## config.mk

```make
export PLATFORM = sky130hd
export DESIGN_NAME = bankirq_status
export DESIGN_NICKNAME = d
export VERILOG_FILES = /design/src/rtl/bankirq_pkg.sv /design/src/rtl/bankirq_sync.sv /design/src/rtl/bankirq_detect.sv /design/src/rtl/bankirq_flags.sv /design/src/rtl/bankirq_status.sv
export SDC_FILE = /design/constraint.sdc
export NUM_CORES = 1
export LEC_CHECK = 0
export BUFFER_PORTS_ARGS = -buffer_cell sky130_fd_sc_hd__buf_2
export CAP_MARGIN = 10
export CORE_MARGIN = 5
export CORE_UTILIZATION = 34
export CTS_CLUSTER_DIAMETER = 200
export DETAILED_ROUTE_END_ITERATION = 8
export PLACE_DENSITY = 0.84
export SLEW_MARGIN = 10
export SYNTH_ARGS = -nofsm -noshare
export SYNTH_HDL_FRONTEND = slang
export SYNTH_HIERARCHICAL = 1
export SYNTH_SLANG_ARGS = --single-unit
```

## constraint.sdc

```tcl
create_clock -name clk -period 3.45 [get_ports clk]
set_clock_uncertainty 0.2 [all_clocks]
set_input_delay 0.69 -clock clk [delete_from_list [all_inputs] [get_ports clk]]
set_output_delay 0.69 -clock clk [all_outputs]
set_load 0.005 [all_outputs]
```

## src/rtl/bankirq_pkg.sv

```systemverilog
package bankirq_pkg;

  localparam int unsigned NKIND     = 3;
  localparam int unsigned FLAG_LSB  = 0;
  localparam int unsigned EN_LSB    = 3;
  localparam int unsigned EMPTY_BIT = 6;
  localparam int unsigned REG_W     = 32;

  typedef enum logic [1:0] {
    KIND_RISE = 2'd0,
    KIND_HIGH = 2'd1,
    KIND_FALL = 2'd2
  } kind_e;

  // Event of one detector kind from the current and previous synchronized samples
  function automatic logic kind_event(input int unsigned kind, input logic cur, input logic prev);
    logic r;
    case (kind)
      0:       r = cur & ~prev;
      1:       r = cur;
      default: r = ~cur & prev;
    endcase
    return r;
  endfunction

  // Next value of a sticky flag: set wins over clear
  function automatic logic flag_next(input logic q, input logic set_i, input logic clr_i);
    logic r;
    if (set_i)      r = 1'b1;
    else if (clr_i) r = 1'b0;
    else            r = q;
    return r;
  endfunction

endpackage

```

## src/rtl/bankirq_sync.sv

```systemverilog
module bankirq_sync #(
  parameter int unsigned STAGES = 2
) (
  input  logic clk,
  input  logic rst_n,
  input  logic async_i,
  output logic sync_o
);
  logic [STAGES-1:0] chain_q;

  always_ff @(posedge clk or negedge rst_n) begin
    if (!rst_n) chain_q <= '0;
    else        chain_q <= {chain_q[STAGES-2:0], async_i};
  end

  assign sync_o = chain_q[STAGES-1];
endmodule

```

## src/rtl/bankirq_detect.sv

```systemverilog
module bankirq_detect
  import bankirq_pkg::*;
(
  input  logic             clk,
  input  logic             rst_n,
  input  logic             pin_sync,
  output logic [NKIND-1:0] evt_raw
);
  logic prev_q;

  always_ff @(posedge clk or negedge rst_n) begin
    if (!rst_n) prev_q <= 1'b0;
    else        prev_q <= pin_sync;
  end

  for (genvar k = 0; k < NKIND; k++) begin : g_kind
    assign evt_raw[k] = kind_event(k, pin_sync, prev_q);
  end
endmodule

```

## src/rtl/bankirq_flags.sv

```systemverilog
module bankirq_flags #(
  parameter int unsigned N = 3
) (
  input  logic         clk,
  input  logic         rst_n,
  input  logic [N-1:0] set_i,
  input  logic [N-1:0] clr_i,
  output logic [N-1:0] flags_o
);
  logic [N-1:0] flags_q;

  for (genvar i = 0; i < N; i++) begin : g_flag
    always_ff @(posedge clk or negedge rst_n) begin
      if (!rst_n) flags_q[i] <= 1'b0;
      else        flags_q[i] <= flag_next_bit(flags_q[i], set_i[i], clr_i[i]);
    end
  end

  function automatic logic flag_next_bit(input logic q, input logic s, input logic c);
    return bankirq_pkg::flag_next(q, s, c);
  endfunction

  assign flags_o = flags_q;
endmodule

```

## src/rtl/bankirq_status.sv

```systemverilog
module bankirq_status
  import bankirq_pkg::*;
#(
  parameter int unsigned FIFO_DEPTH  = 16,
  parameter int unsigned SYNC_STAGES = 2,
  localparam int unsigned LVL_W      = $clog2(FIFO_DEPTH + 1)
) (
  input  logic             clk,
  input  logic             rst_n,
  input  logic             reg_wr,
  input  logic [REG_W-1:0] reg_wdata,
  output logic [REG_W-1:0] reg_rdata,
  input  logic             irq_pin,
  input  logic [LVL_W-1:0] fifo_level,
  output logic             irq_out
);
  logic             pin_sync;
  logic [NKIND-1:0] evt_raw;
  logic [NKIND-1:0] evt_set;
  logic [NKIND-1:0] clr_req;
  logic [NKIND-1:0] flags;
  logic [NKIND-1:0] en_q;
  logic             empty_q;

  bankirq_sync #(.STAGES(SYNC_STAGES)) u_sync (
    .clk(clk), .rst_n(rst_n), .async_i(irq_pin), .sync_o(pin_sync)
  );

  bankirq_detect u_detect (
    .clk(clk), .rst_n(rst_n), .pin_sync(pin_sync), .evt_raw(evt_raw)
  );

  assign evt_set = evt_raw & en_q;
  assign clr_req = {NKIND{reg_wr}} & ~reg_wdata[FLAG_LSB +: NKIND];

  bankirq_flags #(.N(NKIND)) u_flags (
    .clk(clk), .rst_n(rst_n), .set_i(evt_set), .clr_i(clr_req), .flags_o(flags)
  );

  always_ff @(posedge clk or negedge rst_n) begin
    if (!rst_n) begin
      en_q    <= '0;
      empty_q <= 1'b1;
    end else begin
      if (reg_wr) en_q <= reg_wdata[EN_LSB +: NKIND];
      empty_q <= (fifo_level == '0);
    end
  end

  always_comb begin
    reg_rdata = '0;
    reg_rdata[FLAG_LSB +: NKIND] = flags;
    reg_rdata[EN_LSB +: NKIND]   = en_q;
    reg_rdata[EMPTY_BIT]         = empty_q;
  end

  assign irq_out = |(flags & en_q);
endmodule

```

* After elaboration in Yosys (flattened, before gate mapping)
Index checks and enable logic that the tools add are counted.
Word-level totals: output and inout port bits 33, flip-flop bits (word level) 10, bits of input ports 41
Cells by class: bitwise gates (word level) 8, reduce and logical (&&, ||, !) cells 5, multiplexer cells 6
Operator list (number):
- 3-bit AND | 3
- 1-bit two-way mux | 6
- 2-bit nonzero test | 3
- 5-bit zero test | 1
- 3-bit inverter | 1
- 3-bit OR reduction | 1
- 1-bit AND | 2
- 1-bit inverter | 2

* Depth between registers and ports, before layout
word-level depth 4, depth in mapped cells 3, mapped depth without buffers 3

* Hierarchy
Netlist, hierarchy kept.
Modules (own cells, without submodules):
- bankirq_status | cells an instance 44, area an instance 396.6 sq um, instances 1, sequential area each 101.3 sq um
- bankirq_flags | cells an instance 9, area an instance 108.9 sq um, instances 1, sequential area each 75.1 sq um
- bankirq_sync | cells an instance 2, area an instance 50.0 sq um, instances 1, sequential area each 50.0 sq um
- bankirq_detect | cells an instance 4, area an instance 47.5 sq um, instances 1, sequential area each 25.0 sq um

* Worst setup path before layout
Ideal clock, no wire load.
kind register -> output, from reg u_flags.flags_q[0] (netlist: u_flags/flags_o[0]), to out irq_out, cell stages (with the launch flop) 3, arrival time 778 ps, slack 1782 ps, cell sequence dfrtp_1 > a222oi_1 > inv_1
Between the ends: word-level cells in the longest chain between the ends 2
RTL lines:
- start, declared | RTL line bankirq_flags.sv:10 | logic [N-1:0] flags_q;
- start signal, assigned by index | RTL line bankirq_flags.sv:15 | else flags_q[i] <= flag_next_bit(flags_q[i], set_i[i], clr_i[i]);
- 3-bit AND | RTL line bankirq_status.sv:57 | assign irq_out = |(flags & en_q);
- 3-bit OR reduction | RTL line bankirq_status.sv:57
- end, declared | RTL line bankirq_status.sv:15 | output logic irq_out
No other way between the ends.

* Final worst setup path
Ends and elaborated chain as after synthesis.

==> results.md <==
* Drc violations at 0
* Area grow syn2layout at 10.79%
* Mux share of post-synthesis cell area at under 10%
* IO Pins at 74
* Routed vias/inst at roughly 3.5
* CTS tree: built
* Final hold vios at 0
* Data required, critical path at 2.56 ns
* PwrDens at 426.0 mW/mm2
* Static Leak at 0.3837 nW
* First-pass GRT wire length at around 1.5 mm
* DR iter-0 viols at 2
* Routed WL at approximately 980 um
* Hold Crit Class: primary input to async pin
* # hold bufs at CTS at 0
* # diodes at 0
* Yosys Warn Count at 6
* Synth cell types at 13
* Post-synth top area share at 37.34%
* Asr flop ratio synth at between 90% and 100%
* Max Slew Vio Count at 0
* EDFF count, synth at 0
* Die X at between 50 and 60 um
* Max FO, Critical Path at 3
* Critical path class: flop to primary output
* Placed insts at 103
* First-pass DRT Iterations at 4
* # clock sinks at 10
* Layout Cells excl Fill at 107
* Vias post-DR at ~380
* IO buf count at 22
* Maxcap violations at 0
* Most common cell in the netlist: buf_4
* Max VDD drop at approximately 0.00027 V
* Post-DR wirelength/cell at 9.168 um
* Post-Synth XOR/XNOR Area at 0%
* Num CTS Buffers at 3
* Layout fillers at between 150 and 200
* Row count at 15
* Flops & latches, synth at 10
* Commonest cells in the netlist: buf_4, dfrtp_1, inv_1, nor2b_1
* Setup bufs post-CTS at 0
* Post-CTS Resized at 0
* Die Y-Extent at around 52 um
* Area leader, netlist: dfrtp_1
* Gpl congestion at around 0.71
* Simple-gate share of the synthesized area at approximately a tenth
* Grt ovf at 0
* Die footprint at 0.002716 mm2
* Sequential share of the synthesized area at between 40% and 50%
* Layout cells sized above 1 at a little under two fifths
* Crit path DAT at about 1.2 ns
* Post-route ant nets at 0
* Core Box Area at between 0.0015 and 0.002 mm2
* Final worst-path cycle share at between 60% and 70%
* Root Driver: clkbuf_4
* Sequential cell area at 251.5 um2
* FMAX at roughly 0.48 GHz
* Fin crit period at between 2 and 2.5 ns
* Synth Area in Compound Gates at ~5.4%
* Largest family of logic cells by synthesized area: buffers and inverters
* Total track usage at 7.447%
* Synthesized instance count at 59
* Clk_lat worst skew at roughly 0.26 ns
* Largest net degree at the start of global routing at 11
* Run status: completed
* Fin nets at around 120
* Worst setup SP type: flop
* RSZ-0062 raised after global routing: no
* Vias in the first global route at approximately 380
* Area of the multi-input gates at roughly 220 um2
* Ys flop type: dfrtp_1
* Post-Syn Area at about 600 um2
* Htree depth at 1
* Setup TNS at 0 ns
* Initial antenna violation count at 0
* CP Capture Type: primary output
* Synth area leaders: dfrtp_1, buf_4, mux2_2
* Adder-Cell Fraction of Synth Area at 0%
* Avg Inst Size Synth at about 10 um2
* Reg clk slew, reported paths at 0.07 ns
* Endpoints failing setup at 0
* Starting Density at between 30% and 40%
* Maximum clock path buffer count at 2
* DP Wirelength at 867.6 um
[metrics by stage]
step / hold slack (ns) / util [%] / area (um2) / setup slack (ns) / total power [mW]
5_1_grt: 0.07707 / 39.12 / 668.1 / 1.289 / 0.3062
2_1_floorplan: 0.1312 / - / 693.2 / 1.782 / 0.1815
6_report: 0.07092 / 39.12 / 668.1 / 1.367 / 0.2846
3_5_place_dp: 0.1365 / 37.00 / 631.9 / 1.634 / 0.1857
4_1_cts: 0.06931 / 39.12 / 668.1 / 1.338 / 0.2903
3_3_place_gp: 0.1346 / 37.00 / 631.9 / 1.668 / 0.1834
[worst paths after layout]
kind,startpoint,end,slack (ns),depth (start not counted)
hold / removal,rst_n,u_sync/chain_q[0],0.07,1
setup / recovery,u_flags/flags_o[0],irq_out,1.37,3
min in group clk,u_sync/chain_q[0],u_sync/chain_q[1],0.15,0
max in group asynchronous,rst_n,empty_q,2.73,1
setup reg to reg,u_sync/chain_q[1],u_flags/flags_o[0],2.27,3
hold reg to reg,u_sync/chain_q[0],u_sync/chain_q[1],0.15,0
[area by class of cell]
class / instances / share of cell area (%)
sequential: 10 / 37.64
multi-input combinational: 42 / 33.52
timing repair buffer: 22 / 16.48
clock buffer: 4 / 5.431
tap: 25 / 4.682
inverter: 4 / 2.247
[flip-flops by register name, summed over array words and instances (netlist names)]
| signal | flops |
|---|---|
| en_q | 3 |
| u_sync/chain_q | 2 |
| u_flags/flags_o | 3 |
| u_detect/prev_q | 1 |
| empty_q | 1 |
[routing by layer]
metal | up-vias | track usage, % | wire length (um)
li1 | 179 | - | -
met1 | 169 | 8.289 | 359
met2 | 30 | 12.55 | 483
met3 | 0 | 2.292 | 138
met4 | 0 | 3.930 | 0
met5 | - | 0 | 0
[placed cells by master (no fill, tap or decap)]
master    Yosys  layout
a222oi_1      1       1
conb_1        1      25
and2b_2       1       1
mux2_2        3       3
nor2b_1       4       4
or4_1         1       1
a21o_1        3       3
buf_2         0      22
dfstp_2       1       1
nor2_1        1       1
inv_1         4       4
and2_1        3       3
dfrtp_1       9       9
clkbuf_8      0       1
clkbuf_4      0       3
[logic make-up after synthesis]
logic type	count (synthesis)
buffers and inverters	31
AO/OA/AOI/OAI	4
flip-flops	10
AND/OR/NAND/NOR	10
other	1
multiplexers	3
[critical path, stage by stage, from the launching register on]
cell,delay [ns]
dfrtp_1,0.40
a222oi_1,0.35
inv_1,0.06
buf_2,0.13
[power by group]
part	switching, mW	leakage [nW]	internal, mW	total, mW
logic	0.0220	0.246	0.0243	0.0463
clock network	0.0378	0.0210	0.0639	0.102
registers	0.00834	0.117	0.128	0.137
Note: power is estimated with default switching activity, not from simulation.
